File: src/rtl/lcdseq_pkg.sv
package lcdseq_pkg;

    localparam int ADDR_W = 8;
    localparam int DATA_W = 8;
    localparam int MODE_W = 3;

    localparam logic [ADDR_W-1:0] RAM_BASE     = 8'h00;
    localparam logic [ADDR_W-1:0] ADDR_MODESEL = 8'h10;
    localparam logic [ADDR_W-1:0] ADDR_DISP    = 8'h11;
    localparam logic [ADDR_W-1:0] ADDR_LCLK    = 8'h12;
    localparam logic [ADDR_W-1:0] ADDR_BOOST   = 8'h13;

    localparam logic [DATA_W-1:0] MODESEL_INTBOOST = 8'h02;

    localparam logic [MODE_W-1:0] MODE_STATIC   = 3'b001;
    localparam logic [MODE_W-1:0] MODE_HALFBIAS = 3'b010;

    typedef enum logic [3:0] {
        ST_IDLE,
        ST_WAIT_CLK,
        ST_MODESEL,
        ST_RAM,
        ST_DISPMODE,
        ST_LCLK,
        ST_BOOST_CFG,
        ST_BOOST_EN,
        ST_SETTLE,
        ST_DESEL,
        ST_DISP_ON,
        ST_DONE,
        ST_ERR
    } seq_state_t;

    typedef struct packed {
        logic [MODE_W-1:0] mode;
        logic [DATA_W-1:0] lclk;
        logic [DATA_W-1:0] boost;
    } seq_cfg_t;

    typedef struct packed {
        logic              req;
        logic [ADDR_W-1:0] addr;
        logic [DATA_W-1:0] data;
    } wr_cmd_t;

    function automatic logic mode_forbidden(input logic [MODE_W-1:0] m);
        return (m == MODE_STATIC) || (m == MODE_HALFBIAS);
    endfunction

    // Display-mode register image: bit7 display on, bit6 deselect, bit5 booster
    function automatic logic [DATA_W-1:0] disp_word(
        input logic [MODE_W-1:0] m,
        input logic              boost_on,
        input logic              desel_on,
        input logic              disp_on
    );
        return {disp_on, desel_on, boost_on, 2'b00, m};
    endfunction

endpackage

File: src/rtl/lcdseq_clk_watch.sv
module lcdseq_clk_watch #(
    parameter int MIN_EDGES = 4,
    parameter int TIMEOUT   = 64
) (
    input  logic clk,
    input  logic rst,
    input  logic panel_clk,
    output logic running
);
    localparam int EW = $clog2(MIN_EDGES + 1);
    localparam int GW = $clog2(TIMEOUT + 1);

    logic          sync1, sync2, prev;
    logic          rise;
    logic [EW-1:0] edges;
    logic [GW-1:0] gap;

    always_ff @(posedge clk) begin
        if (rst) begin
            sync1 <= 1'b0;
            sync2 <= 1'b0;
            prev  <= 1'b0;
        end else begin
            sync1 <= panel_clk;
            sync2 <= sync1;
            prev  <= sync2;
        end
    end

    assign rise = sync2 & ~prev;

    always_ff @(posedge clk) begin
        if (rst) begin
            edges <= '0;
            gap   <= '0;
        end else if (rise) begin
            gap <= '0;
            if (edges != EW'(MIN_EDGES))
                edges <= edges + 1'b1;
        end else if (gap == GW'(TIMEOUT)) begin
            edges <= '0;
        end else begin
            gap <= gap + 1'b1;
        end
    end

    assign running = (edges == EW'(MIN_EDGES));

endmodule

File: src/rtl/lcdseq_settle_timer.sv
module lcdseq_settle_timer #(
    parameter int CYCLES = 20
) (
    input  logic clk,
    input  logic rst,
    input  logic load,
    output logic last
);
    localparam int CW = $clog2(CYCLES + 1);

    logic [CW-1:0] cnt;

    always_ff @(posedge clk) begin
        if (rst)
            cnt <= '0;
        else if (load)
            cnt <= CW'(CYCLES);
        else if (cnt != '0)
            cnt <= cnt - 1'b1;
    end

    assign last = (cnt == CW'(1));

endmodule

File: src/rtl/lcdseq_write_gen.sv
module lcdseq_write_gen
    import lcdseq_pkg::*;
#(
    parameter int       IDX_W    = 4,
    parameter bit [3:0] RAM_INIT = 4'h0
) (
    input  seq_state_t       state,
    input  logic [IDX_W-1:0] ram_idx,
    input  seq_cfg_t         cfg,
    output wr_cmd_t          cmd
);
    always_comb begin
        cmd = '{req: 1'b0, addr: '0, data: '0};
        unique case (state)
            ST_MODESEL:   cmd = '{1'b1, ADDR_MODESEL, MODESEL_INTBOOST};
            ST_RAM:       cmd = '{1'b1, RAM_BASE + ADDR_W'(ram_idx), {4'h0, RAM_INIT}};
            ST_DISPMODE:  cmd = '{1'b1, ADDR_DISP, disp_word(cfg.mode, 1'b0, 1'b0, 1'b0)};
            ST_LCLK:      cmd = '{1'b1, ADDR_LCLK, cfg.lclk};
            ST_BOOST_CFG: cmd = '{1'b1, ADDR_BOOST, cfg.boost};
            ST_BOOST_EN:  cmd = '{1'b1, ADDR_DISP, disp_word(cfg.mode, 1'b1, 1'b0, 1'b0)};
            ST_DESEL:     cmd = '{1'b1, ADDR_DISP, disp_word(cfg.mode, 1'b1, 1'b1, 1'b0)};
            ST_DISP_ON:   cmd = '{1'b1, ADDR_DISP, disp_word(cfg.mode, 1'b1, 1'b1, 1'b1)};
            default:      cmd = '{req: 1'b0, addr: '0, data: '0};
        endcase
    end

endmodule

File: src/rtl/lcd_bringup_seq.sv
module lcd_bringup_seq
    import lcdseq_pkg::*;
#(
    parameter int       RAM_DEPTH     = 16,
    parameter bit [3:0] RAM_INIT      = 4'h0,
    parameter int       SETTLE_CYCLES = 20,
    parameter int       CLK_MIN_EDGES = 4,
    parameter int       CLK_TIMEOUT   = 64
) (
    input  logic        clk,
    input  logic        rst,
    input  logic        start,
    input  logic        panel_clk,
    input  logic [2:0]  cfg_mode,
    input  logic [7:0]  cfg_lclk,
    input  logic [7:0]  cfg_boost,
    output logic        wr_req,
    output logic [7:0]  wr_addr,
    output logic [7:0]  wr_data,
    input  logic        wr_ack,
    output logic        done,
    output logic        error
);
    localparam int IDX_W = (RAM_DEPTH > 1) ? $clog2(RAM_DEPTH) : 1;
    localparam logic [IDX_W-1:0] IDX_LAST = IDX_W'(RAM_DEPTH - 1);

    seq_state_t       state;
    seq_cfg_t         cfg_q;
    logic [IDX_W-1:0] ram_idx;
    wr_cmd_t          cmd;
    logic             clk_ok;
    logic             accepted;
    logic             tmr_load;
    logic             tmr_last;

    lcdseq_clk_watch #(
        .MIN_EDGES (CLK_MIN_EDGES),
        .TIMEOUT   (CLK_TIMEOUT)
    ) u_watch (
        .clk       (clk),
        .rst       (rst),
        .panel_clk (panel_clk),
        .running   (clk_ok)
    );

    lcdseq_settle_timer #(
        .CYCLES (SETTLE_CYCLES)
    ) u_timer (
        .clk  (clk),
        .rst  (rst),
        .load (tmr_load),
        .last (tmr_last)
    );

    lcdseq_write_gen #(
        .IDX_W    (IDX_W),
        .RAM_INIT (RAM_INIT)
    ) u_gen (
        .state   (state),
        .ram_idx (ram_idx),
        .cfg     (cfg_q),
        .cmd     (cmd)
    );

    assign accepted = cmd.req & wr_ack;
    assign tmr_load = accepted & (state == ST_BOOST_EN);

    always_ff @(posedge clk) begin
        if (rst) begin
            state   <= ST_IDLE;
            cfg_q   <= '0;
            ram_idx <= '0;
        end else begin
            unique case (state)
                ST_IDLE: begin
                    if (start) begin
                        if (mode_forbidden(cfg_mode)) begin
                            state <= ST_ERR;
                        end else begin
                            cfg_q <= '{mode: cfg_mode, lclk: cfg_lclk, boost: cfg_boost};
                            state <= ST_WAIT_CLK;
                        end
                    end
                end
                ST_WAIT_CLK:  if (clk_ok) state <= ST_MODESEL;
                ST_MODESEL: begin
                    if (accepted) begin
                        ram_idx <= '0;
                        state   <= ST_RAM;
                    end
                end
                ST_RAM: begin
                    if (accepted) begin
                        if (ram_idx == IDX_LAST)
                            state <= ST_DISPMODE;
                        else
                            ram_idx <= ram_idx + 1'b1;
                    end
                end
                ST_DISPMODE:  if (accepted) state <= ST_LCLK;
                ST_LCLK:      if (accepted) state <= ST_BOOST_CFG;
                ST_BOOST_CFG: if (accepted) state <= ST_BOOST_EN;
                ST_BOOST_EN:  if (accepted) state <= ST_SETTLE;
                ST_SETTLE:    if (tmr_last) state <= ST_DESEL;
                ST_DESEL:     if (accepted) state <= ST_DISP_ON;
                ST_DISP_ON:   if (accepted) state <= ST_DONE;
                ST_DONE:      state <= ST_DONE;
                ST_ERR:       state <= ST_ERR;
                default:      state <= ST_IDLE;
            endcase
        end
    end

    assign wr_req  = cmd.req;
    assign wr_addr = cmd.addr;
    assign wr_data = cmd.data;
    assign done    = (state == ST_DONE);
    assign error   = (state == ST_ERR);

endmodule

File: config.mk
export PLATFORM = sky130hd
export DESIGN_NAME = lcd_bringup_seq
export DESIGN_NICKNAME = d
export VERILOG_FILES = /design/src/rtl/lcdseq_pkg.sv /design/src/rtl/lcdseq_clk_watch.sv /design/src/rtl/lcdseq_settle_timer.sv /design/src/rtl/lcdseq_write_gen.sv /design/src/rtl/lcd_bringup_seq.sv
export SDC_FILE = /design/constraint.sdc
export NUM_CORES = 1
export LEC_CHECK = 0
export BUFFER_PORTS_ARGS = -buffer_cell sky130_fd_sc_hd__buf_2
export CAP_MARGIN = 0
export CORE_AREA = 2 2 72 74
export CTS_BUF_LIST = sky130_fd_sc_hd__clkbuf_8
export CTS_CLUSTER_SIZE = 8
export DETAILED_ROUTE_END_ITERATION = 10
export DIE_AREA = 0 0 74 76
export HOLD_SLACK_MARGIN = 0.06
export PLACE_DENSITY = 0.76
export SETUP_SLACK_MARGIN = 0.3
export SYNTH_ARGS = -nofsm -noshare
export SYNTH_HDL_FRONTEND = slang
export SYNTH_SLANG_ARGS = --single-unit
File: constraint.sdc
create_clock -name clk -period 1.45 [get_ports clk]
set_input_delay 0.0725 -clock clk [delete_from_list [all_inputs] [get_ports clk]]
set_output_delay 0.0725 -clock clk [all_outputs]
set_load 0.1 [all_outputs]
==> PnR_summary.wiki, run 1 <==
{| class="wikitable"
! Metric !! Value
|-
| Total number of yosys warnings || 0
|-
| Most area-consuming cells after synthesis || sky130_fd_sc_hd__dfxtp_1 (37%), sky130_fd_sc_hd__mux2i_1 (8.6%), sky130_fd_sc_hd__nor2_1 (7.2%), sky130_fd_sc_hd__ha_1 (4.1%), sky130_fd_sc_hd__nor2b_1 (3.3%)
|-
| Synth async-reset ratio || 0%
|-
| Max Buffers Root-to-Sink || 2
|-
| Main flop type after synthesis || sky130_fd_sc_hd__dfxtp_1
|-
| Stage reached || global routing
|-
| Post-detail-place hpwl || about 4.8 mm
|-
| # port buffers || 39
|-
| Largest area contributor in the synthesized netlist || sky130_fd_sc_hd__dfxtp_1
|-
| Seq cells post-synth || between 40 and 50
|-
| Mean Syn Cell Area || roughly 8.4 µm²
|-
| Die height || about 76 µm
|-
| Portion of the post-synthesis area used by sequential elements || between 30% and 40%
|-
| Die span in x || 74 µm
|-
| Number of instances in the synthesized netlist || just under 300
|-
| CTS Sinks || between 40 and 50
|-
| GP Congestion || between 0.8 and 0.9
|-
| Root cell of the clock tree || sky130_fd_sc_hd__clkbuf_8
|-
| Starting Density || about half
|-
| Number of enable-type register cells in the synthesized netlist || 0
|-
| Worst setup endpoint after the global-route repair_timing || wr_addr[1]
|-
| Mapped Area || roughly 2400 µm²
|-
| Number of rows in the core area || 26
|-
| Largest net degree at the start of global routing || 23
|-
| Halt Reason || [ERROR GRT-0232] Routing congestion too high. Check the congestion heatmap in the GUI.
|-
| Status || stopped before the end
|-
| Top cells by instance count after synthesis || sky130_fd_sc_hd__nor2_1 (47), sky130_fd_sc_hd__dfxtp_1 (45), sky130_fd_sc_hd__mux2i_1 (21), sky130_fd_sc_hd__a21oi_1 (16), sky130_fd_sc_hd__nand2_1 (16)
|-
| Total global routing track utilization || 80.0%
|-
| Yosys top cell area share || between 30 and 40%
|-
| Number of ports placed on the die boundary || 43
|-
| Cell with the most instances after synthesis || sky130_fd_sc_hd__nor2_1
|-
| Number of CTS-inserted buffers || 5
|-
| Kind of endpoint with the least setup slack || output port
|-
| CTS HTree Levels || 2
|-
| Grt ovf || between 100 and 150
|-
| Cell variety after synth || 51
|}
[per-stage QoR]
| stage | hold WS (ns) | setup WS (ns) | utilization [%] | cells | cell area (µm²) |
|---|---|---|---|---|---|
| after floorplan | 0.201 | -0.389 | - | 294 | 2800 |
| after global placement | 0.301 | -0.0662 | 71.5 | 433 | 3510 |
| after detailed placement | 0.302 | -0.152 | 71.5 | 433 | 3510 |
| after CTS | 0.0620 | -0.286 | 91.4 | 488 | 4490 |
[routing by layer]
metal  overflow  track usage (%)
met4         79             96.5
met3          0             52.0
met1          0             81.4
met2         65             95.9
met5          0             4.04
[cells by family after synthesis]
family	after synthesis	synth area share [%]
flops	45	36.8
compound gates	59	16.3
simple gates	114	23.0
xor+xnor	12	4.30
fa+ha+maj	8	4.09
mux	23	9.51
other cells	1	0.153
buf+inv	30	5.83
[repair_timing]
item                                    CTS
endpoints found under the setup margin   58
gates resized for setup                 103
setup buffers                            27
hold buffers                             18
endpoints found under the hold margin    18
pin swaps                                25
cloned                                    3
==> run 2: changes to the inputs <==
--- a/config.mk
+++ b/config.mk
@@ -7,14 +7,10 @@
 export LEC_CHECK = 0
 export BUFFER_PORTS_ARGS = -buffer_cell sky130_fd_sc_hd__buf_2
 export CAP_MARGIN = 0
-export CORE_AREA = 2 2 72 74
-export CTS_BUF_LIST = sky130_fd_sc_hd__clkbuf_8
-export CTS_CLUSTER_SIZE = 8
+export CORE_AREA = 2 2 82 84
 export DETAILED_ROUTE_END_ITERATION = 10
-export DIE_AREA = 0 0 74 76
-export HOLD_SLACK_MARGIN = 0.06
-export PLACE_DENSITY = 0.76
-export SETUP_SLACK_MARGIN = 0.3
+export DIE_AREA = 0 0 84 86
+export PLACE_DENSITY_LB_ADDON = 0.15
 export SYNTH_ARGS = -nofsm -noshare
 export SYNTH_HDL_FRONTEND = slang
 export SYNTH_SLANG_ARGS = --single-unit
==> constraint.sdc (replaced) <==
create_clock -name clk -period 1.9 [get_ports clk]
set_input_delay 0.095 -clock clk [delete_from_list [all_inputs] [get_ports clk]]
set_output_delay 0.095 -clock clk [all_outputs]
set_load 0.1 [all_outputs]
==> run 2 against run 1 <==
Effect of this change:
- the flow now finishes without violations
- area after synthesis is the same
- synthesized cell count is the same
==> PnR_summary.wiki, run 2 <==
{| class="wikitable"
! Metric !! Value
|-
| Layout Nets || 370
|-
| Number of rows in the core area || 29 (was 26)
|-
| Number of cells on the worst hold path || 2
|-
| Reg2reg end || state[1]
|-
| Fraction of layout instances using a drive strength above 1 || ~29%
|-
| Most common cell after layout, fill and taps aside || sky130_fd_sc_hd__nor2_1
|-
| Dpl cell area || 3160 µm² (was 3510 µm²)
|-
| Via count of the first global-routing pass || 2113
|-
| Status || finished clean (was stopped before the end)
|-
| Kind of end point of the critical path || output pin
|-
| Post-detail-place hpwl || 4.08 mm (was 4.84 mm)
|-
| Final count of hold timing violations || 0
|-
| Mapped Area || 2450 µm² (unchanged)
|-
| Max Buffers Root-to-Sink || 2 (unchanged)
|-
| Antenna diode count || 0
|-
| Type of the worst min-delay path || in2reg
|-
| Main combinational cell family by area after synthesis || simple AND/OR/NAND/NOR gates (unchanged)
|-
| Number of ports placed on the die boundary || 43 (unchanged)
|-
| Static power due to leakage || between 1 and 1.5 nW
|-
| Final period utilization || a little over nine tenths
|-
| Share of synthesized cell area in and, or, nand and nor gates || 23.0% (unchanged)
|-
| Part of the total power dissipated in the clock network || between 10 and 15%
|-
| Max FFs per register || 19
|-
| Reg2reg path depth || 6
|-
| Hold path endpoint || u_watch.sync1
|-
| Share of power burned in combinational logic || between 50% and 60%
|-
| Clock Latency Late Sink || just under 0.3 ns
|-
| Flop pwr share || just under 30%
|-
| CTS HTree Levels || 2 (unchanged)
|-
| Die height || 86 µm (was 76 µm)
|-
| Starting Density || 39.0% (was 49.8%)
|-
| Post-route ant nets || 0
|-
| Setup-failing EPs final || 0
|-
| Largest registers ranked by flip-flop count || cfg_q: 19 flops, u_watch.gap: 7 flops, u_timer.cnt: 5 flops
|-
| Hold Worst Slack || 0.0230 ns
|-
| Net switching component of the power || 0.00203 W
|-
| Commonest cells after routing, fill and taps aside || sky130_fd_sc_hd__nor2_1 (43), sky130_fd_sc_hd__dfxtp_1 (41), sky130_fd_sc_hd__buf_2 (23)
|-
| Core area || around 6300 µm²
|-
| Fmax || 540 MHz
|-
| Largest area contributor in the synthesized netlist || sky130_fd_sc_hd__dfxtp_1 (unchanged)
|-
| Hold Startpoint || panel_clk
|-
| Maximum fanout along the worst path || 10
|-
| Internal portion of total power || about 0.0024 W
|-
| DR vias/cell || between 5 and 6
|-
| Synth async-reset ratio || 0% (unchanged)
|-
| Via count || approximately 2100
|-
| Number of CTS-inserted buffers || 5 (unchanged)
|-
| Type of the worst setup path || reg2out
|-
| Cell with the most instances after synthesis || sky130_fd_sc_hd__nor2_1 (unchanged)
|-
| Total non-filler cell area in the finished layout || around 3300 µm²
|-
| Unrepaired setup endpoints after global routing || yes
|-
| Count of maximum capacitance violations || 0
|-
| PD cells || around 1400 nW/µm²
|-
| Mean Syn Cell Area || 8.38 µm² (unchanged)
|-
| Yosys top cell area share || 36.8% (unchanged)
|-
| Grt ovf || 0
|-
| Final wirelength || between 5 and 6 mm
|-
| Final cell count without fillers || ~420
|-
| Die span in x || 84 µm (was 74 µm)
|-
| Routed len/inst || approximately 13 µm
|-
| Number of fillers in the final layout || 601
|-
| Total die area || about 7200 µm²
|-
| CP Data Required Time || between 1.5 and 2 ns
|-
| Clock transition time at the flip-flop clock pins of the worst setup and hold paths || 0.08 ns
|-
| Top cells by instance count after synthesis || sky130_fd_sc_hd__nor2_1 (47), sky130_fd_sc_hd__dfxtp_1 (45), sky130_fd_sc_hd__mux2i_1 (21), sky130_fd_sc_hd__a21oi_1 (16), sky130_fd_sc_hd__nand2_1 (16) (unchanged)
|-
| CTS Sinks || 45 (unchanged)
|-
| Main flop type after synthesis || sky130_fd_sc_hd__dfxtp_1 (unchanged)
|-
| Largest net degree at the start of global routing || 39
|-
| Share of the synthesized netlist area taken by xor and xnor gates || 4.30% (unchanged)
|-
| Utilization after layout || between 50% and 60%
|-
| Number of instances in the synthesized netlist || 292 (unchanged)
|-
| Antenna violations before repair || 0
|-
| Share of cell area taken by muxes after synthesis || 9.51% (unchanged)
|-
| Number of setup buffers added after CTS || 0 (was 27)
|-
| Worst relative slew slack || a little over half
|-
| Seq cells post-synth || 45 (unchanged)
|-
| Number of enable-type register cells in the synthesized netlist || 0 (unchanged)
|-
| Reg with most FFs || cfg_q
|-
| CTS tree || built
|-
| Total number of yosys warnings || 0 (unchanged)
|-
| GP Congestion || 0.782 (was 0.866)
|-
| # port buffers || 39 (unchanged)
|-
| Synthesized-area fraction occupied by ao, oa, aoi and oai cells || 16.3% (unchanged)
|-
| First-pass GRT wire length || slightly below 10 mm
|-
| Startpoint type of the worst setup path || flip-flop
|-
| Root cell of the clock tree || sky130_fd_sc_hd__clkbuf_8 (unchanged)
|-
| Number of placed instances, taps included || 408 (was 433)
|-
| Final Skew || 0.00567 ns
|-
| Portion of the post-synthesis area used by sequential elements || 36.8% (unchanged)
|-
| Synth-to-Final Area Change || 35.1%
|-
| Setup slack, reg-to-reg || ~0.18 ns
|-
| Min cycle time layout || about 1.9 ns
|-
| DRC Markers || 0
|-
| Switching power share of the total || a little under half
|-
| Most area-consuming cells after synthesis || sky130_fd_sc_hd__dfxtp_1 (37%), sky130_fd_sc_hd__mux2i_1 (8.6%), sky130_fd_sc_hd__nor2_1 (7.2%), sky130_fd_sc_hd__ha_1 (4.1%), sky130_fd_sc_hd__nor2b_1 (3.3%) (unchanged)
|-
| Maximum VDD drop || 1.67 mV
|-
| Data arrival time of the critical path || roughly 1.8 ns
|-
| First-pass detailed-route iteration total || 4
|-
| Final-report max-slew violation count || 0
|-
| Area share of fa/ha/maj cells after synthesis || 4.09% (unchanged)
|-
| Least-Margin Pin Slew || 0.719 ns
|-
| Launch instance of the worst register-to-register path || state[0]
|-
| First DRT Iteration DRCs || 64
|-
| Post-CTS Hold Fix Bufs || 0 (was 18)
|-
| Total global routing track utilization || between 10% and 20%
|-
| Cell variety after synth || 51 (unchanged)
|}
[run 2: cell counts after synthesis]
No cell type changed its count.
[run 2: metrics by stage]
| stage | total power (W) | setup WS [ns] | TNS, ns |
|---|---|---|---|
| 2_1_floorplan | 0.00307 | -0.396 | -0.396 |
| 3_3_place_gp | 0.00381 | 0.148 | 0 |
| 3_5_place_dp | 0.00383 | 0.114 | 0 |
| 4_1_cts | 0.00447 | 0.0152 | 0 |
| 5_1_grt | 0.00476 | -0.0311 | -0.0613 |
| 6_report | 0.00447 | 0.0477 | 0 |
[run 2: metal layers]
metal	wire length, µm	up-vias	global-route usage [%]
li1	-	1105	-
met1	2730	959	20.9
met2	2500	43	26.3
met3	222	6	3.85
met4	74	0	5.13
met5	0	-	0
[run 2: layout make-up]
| class | instances | area (µm²) | share of cell area [%] |
|---|---|---|---|
| inverter | 8 | 30.0 | 0.909 |
| tap | 77 | 96.3 | 2.92 |
| timing repair buffer | 59 | 606 | 18.3 |
| clock buffer | 6 | 72.6 | 2.20 |
| sequential | 45 | 908 | 27.5 |
| multi-input combinational | 219 | 1580 | 47.7 |
| clock inverter | 2 | 15.0 | 0.454 |
[run 2: cells by family after synthesis]
group	after synthesis
buffers and inverters	30
adder cells (fa/ha/maj)	8
AO/OA/AOI/OAI	59
multiplexers	23
other	1
XOR/XNOR	12
AND/OR/NAND/NOR	114
flip-flops	45
[run 2: how the worst max path moves through the flow]
stage	startpoint	end	slack, ns	depth (start not counted)
after detailed placement	state[1]	wr_addr[1]	0.11	5
after floorplan	state[0]	wr_addr[1]	-0.40	5
after CTS	state[1]	wr_data[1]	0.02	6
after global placement	state[3]	cfg_q[14]	0.15	6
final	state[1]	wr_data[1]	0.05	6
after global routing	state[0]	wr_data[2]	-0.03	6
[run 2: timing repair]
item,in CTS,in global routing
endpoints found under the setup margin,14,7
pin swaps,0,0
gates resized for setup,11,8
[run 2: power by group through the flow]
stage               sequential (W)  clock (W)  combinational (W)
CTS                        0.00130   0.000608            0.00256
finish                     0.00130   0.000576            0.00259
detailed placement         0.00131          0            0.00252
global placement           0.00130          0            0.00251
floorplan                  0.00119          0            0.00188
global route               0.00133   0.000650            0.00278
[run 2: worst max-delay path, stage by stage, from the launching register on]
cell	delay (ns)
sky130_fd_sc_hd__dfxtp_4	0.40
sky130_fd_sc_hd__buf_6	0.15
sky130_fd_sc_hd__mux2_2	0.33
sky130_fd_sc_hd__a22oi_1	0.18
sky130_fd_sc_hd__o21a_1	0.17
sky130_fd_sc_hd__o21ai_4	0.07
sky130_fd_sc_hd__buf_12	0.17
Note: power is estimated with default switching activity, not from simulation.
==> run 3: changes to the inputs <==
--- a/config.mk
+++ b/config.mk
@@ -5,11 +5,11 @@
 export SDC_FILE = /design/constraint.sdc
 export NUM_CORES = 1
 export LEC_CHECK = 0
-export BUFFER_PORTS_ARGS = -buffer_cell sky130_fd_sc_hd__buf_2
 export CAP_MARGIN = 0
 export CORE_AREA = 2 2 82 84
 export DETAILED_ROUTE_END_ITERATION = 10
 export DIE_AREA = 0 0 84 86
+export DONT_BUFFER_PORTS = 1
 export PLACE_DENSITY_LB_ADDON = 0.15
 export SYNTH_ARGS = -nofsm -noshare
 export SYNTH_HDL_FRONTEND = slang
==> run 3 against run 2 <==
Effect of this change:
- first-iteration DRC count decreased by 11%
- largest power group unchanged
- setup slack improved by 0.024 ns
- die area unchanged
- routed wire length increased by 1.9%
- combinational power decreased by 2%
- via count increased by 2.6%
- clock skew increased by 0.0025 ns
- utilization increased by 2.3 points
- non-clock buffer count increased by 1
- critical path depth increased by 1
==> PnR_summary.wiki, run 3 (synthesis results as in run 2) <==
{| class="wikitable"
! Metric !! Value
|-
| Status || finished clean (unchanged)
|-
| DRC Markers || 0 (unchanged)
|-
| Clock Latency Late Sink || 0.31 ns (was 0.29 ns)
|-
| Final-layout setup total negative slack || 0 ns (unchanged)
|-
| Hold path endpoint || u_timer.cnt[3] (was u_watch.sync1)
|-
| Final-report max-slew violation count || 0 (unchanged)
|-
| First-pass GRT wire length || 9.78 mm (was 9.60 mm)
|-
| FF/Latch Area || 913 µm² (was 908 µm²)
|-
| Utilization after layout || 54.9% (was 52.6%)
|-
| Hold Startpoint || rst (was panel_clk)
|-
| Multi-input gate area || 1580 µm² (unchanged)
|-
| # port buffers || 0 (was 39)
|-
| Cell class contributing the biggest share of worst-path delay || buffers and inverters (was compound AO/OA/AOI/OAI gates)
|-
| Type of the worst min-delay path || in2reg (unchanged)
|-
| Antenna diode count || 0 (unchanged)
|-
| Reg with most FFs || cfg_q (unchanged)
|-
| Max Buffers Root-to-Sink || 2 (unchanged)
|-
| Number of fillers in the final layout || 566 (was 601)
|-
| Count of maximum capacitance violations || 0 (unchanged)
|-
| Most common cell after layout, fill and taps aside || sky130_fd_sc_hd__nor2_1 (unchanged)
|-
| CTS tree || built (unchanged)
|-
| PD cells || 1340 nW/µm² (was 1350 nW/µm²)
|-
| Die height || 86 µm (unchanged)
|-
| Worst path buffer plus inverter count || 3 (was 2)
|-
| Starting Density || 39.0% (unchanged)
|-
| Core area || 6280 µm² (unchanged)
|-
| Min cycle time layout || 1.83 ns (was 1.85 ns)
|-
| Die span in x || 84 µm (unchanged)
|-
| Critical path, cell by cell || buf_6, buf_4, nor2_2, a22oi_2, o21a_1, o21ai_4, buf_12 (was buf_6, mux2_2, a22oi_1, o21a_1, o21ai_4, buf_12)
|-
| Number of ports placed on the die boundary || 43 (unchanged)
|-
| Number of cells on the worst hold path || 2 (unchanged)
|-
| Fraction of layout instances using a drive strength above 1 || 23.5% (was 28.6%)
|-
| Antenna violations before repair || 0 (unchanged)
|-
| Grt ovf || 0 (unchanged)
|-
| Maximum single-stage delay on the critical path || 0.37 ns (was 0.40 ns)
|-
| Via count || 2167 (was 2113)
|-
| CTS HTree Levels || 2 (unchanged)
|-
| Type of the worst setup path || reg2out (unchanged)
|-
| Maximum VDD drop || 1.84 mV (was 1.67 mV)
|-
| Clock transition time at the flip-flop clock pins of the worst setup and hold paths || 0.09 ns (was 0.08 ns)
|-
| Unrepaired setup endpoints after global routing || yes (unchanged)
|-
| Fmax || 547 MHz (was 540 MHz)
|-
| Data arrival time of the critical path || 1.73 ns (was 1.76 ns)
|-
| Reg2reg path depth || 6 (unchanged)
|-
| Number of CTS-inserted buffers || 5 (unchanged)
|-
| Startpoint type of the worst setup path || flip-flop (unchanged)
|-
| Final Skew || 0.00820 ns (was 0.00567 ns)
|-
| Post-route ant nets || 0 (unchanged)
|-
| Total die area || 7220 µm² (unchanged)
|-
| Number of rows in the core area || 29 (unchanged)
|-
| Max FFs per register || 19 (unchanged)
|-
| First-pass detailed-route iteration total || 4 (unchanged)
|-
| CTS Sinks || 45 (unchanged)
|-
| GP Congestion || 0.821 (was 0.782)
|-
| Layout Nets || 371 (was 370)
|-
| Largest net degree at the start of global routing || 36 (was 39)
|-
| Static power due to leakage || 1.42 nW (was 1.39 nW)
|-
| Final period utilization || 96.2% (was 97.5%)
|-
| Final wirelength || 5.64 mm (was 5.53 mm)
|-
| DR vias/cell || 5.20 (was 5.08)
|-
| Cell at the slowest stage of the critical path || sky130_fd_sc_hd__dfxtp_4 (unchanged)
|-
| Root cell of the clock tree || sky130_fd_sc_hd__clkbuf_8 (unchanged)
|-
| Largest registers ranked by flip-flop count || cfg_q: 19 flops, u_watch.gap: 7 flops, u_timer.cnt: 5 flops (unchanged)
|-
| Setup slack, reg-to-reg || 0.17 ns (was 0.18 ns)
|-
| Maximum fanout along the worst path || 10 (unchanged)
|-
| Setup-failing EPs final || 0 (unchanged)
|-
| Via count of the first global-routing pass || 2076 (was 2113)
|-
| Post-detail-place hpwl || 3.98 mm (was 4.08 mm)
|-
| Kind of end point of the critical path || output pin (unchanged)
|-
| CP Data Required Time || 1.80 ns (about the same)
|-
| Commonest cells after routing, fill and taps aside || sky130_fd_sc_hd__nor2_1 (43), sky130_fd_sc_hd__dfxtp_1 (41), sky130_fd_sc_hd__mux2i_1 (21), sky130_fd_sc_hd__dlygate4sd3_1 (21), sky130_fd_sc_hd__buf_4 (21) (was sky130_fd_sc_hd__nor2_1 (43), sky130_fd_sc_hd__dfxtp_1 (41), sky130_fd_sc_hd__buf_2 (23))
|-
| First DRT Iteration DRCs || 57 (was 64)
|-
| Routed len/inst || 13.5 µm (was 13.3 µm)
|-
| Total global routing track utilization || 16.5% (was 16.0%)
|-
| Synth-to-Final Area Change || 40.9% (was 35.1%)
|-
| Final count of hold timing violations || 0 (unchanged)
|-
| Launch instance of the worst register-to-register path || state[1] (was state[0])
|-
| Reg2reg end || state[1] (unchanged)
|}
-- run 3: cell types whose count changed in the layout (fill, tap and decap cells not counted), sizes merged --
| cell | change |
|---|---|
| clkinvlp | -1 |
| buf | -20 |
| dlygate4sd3 | +21 |
| bufinv | +1 |
-- run 3: routing by layer --
| metal | GRT usage (%) | routed length (µm) | vias up |
|---|---|---|---|
| met5 | 0 | 0 | - |
| met4 | 6.45 | 121 | 0 |
| met3 | 3.66 | 209 | 9 |
| met2 | 27.3 | 2630 | 42 |
| met1 | 21.2 | 2670 | 1005 |
| li1 | - | - | 1111 |
-- run 3: stage by stage --
step / cell area, µm² / total power (W) / std cells / hold WS, ns / worst slack, ns
floorplan: 2580 / 0.00307 / 294 / 0.223 / -0.396
global placement: 3020 / 0.00371 / 385 / 0.172 / 0.134
detailed placement: 3020 / 0.00372 / 385 / 0.175 / 0.111
CTS: 3420 / 0.00462 / 417 / 0.0197 / 0.0170
global route: 3450 / 0.00490 / 417 / 0.0448 / 0.000744
finish: 3450 / 0.00462 / 417 / 0.0256 / 0.0722
-- run 3: report_power, final --
part	internal (W)	switching, W	leakage, nW
logic	0.00105	0.00150	0.994
clock network	0.000428	0.000342	0.0574
registers	0.00111	0.000194	0.370
total	0.00259	0.00204	1.42
-- run 3: final cells by class --
type                       instances  share of cell area, %
clock inverter                     2                   1.09
sequential                        45                   26.5
inverter                           8                  0.871
multi-input combinational        219                   45.7
timing repair buffer              60                   20.6
clock buffer                       6                   2.40
tap                               77                   2.79
-- run 3: repair_timing --
action,in CTS,in global routing
endpoints found under the hold margin,35,0
gates resized for setup,13,7
setup endpoints to repair,11,6
hold buffers,22,0
pin swaps,4,3
setup buffers,2,0
-- run 3: how the worst max path moves through the flow --
stage | start | to | cells past startpoint
3_3_place_gp | state[2] | wr_data[7] | 5
3_5_place_dp | state[2] | state[2] | 6
4_1_cts | state[1] | wr_data[1] | 6
6_report | state[1] | wr_data[1] | 7
2_1_floorplan | state[0] | wr_addr[1] | 5
5_1_grt | state[1] | wr_data[1] | 7
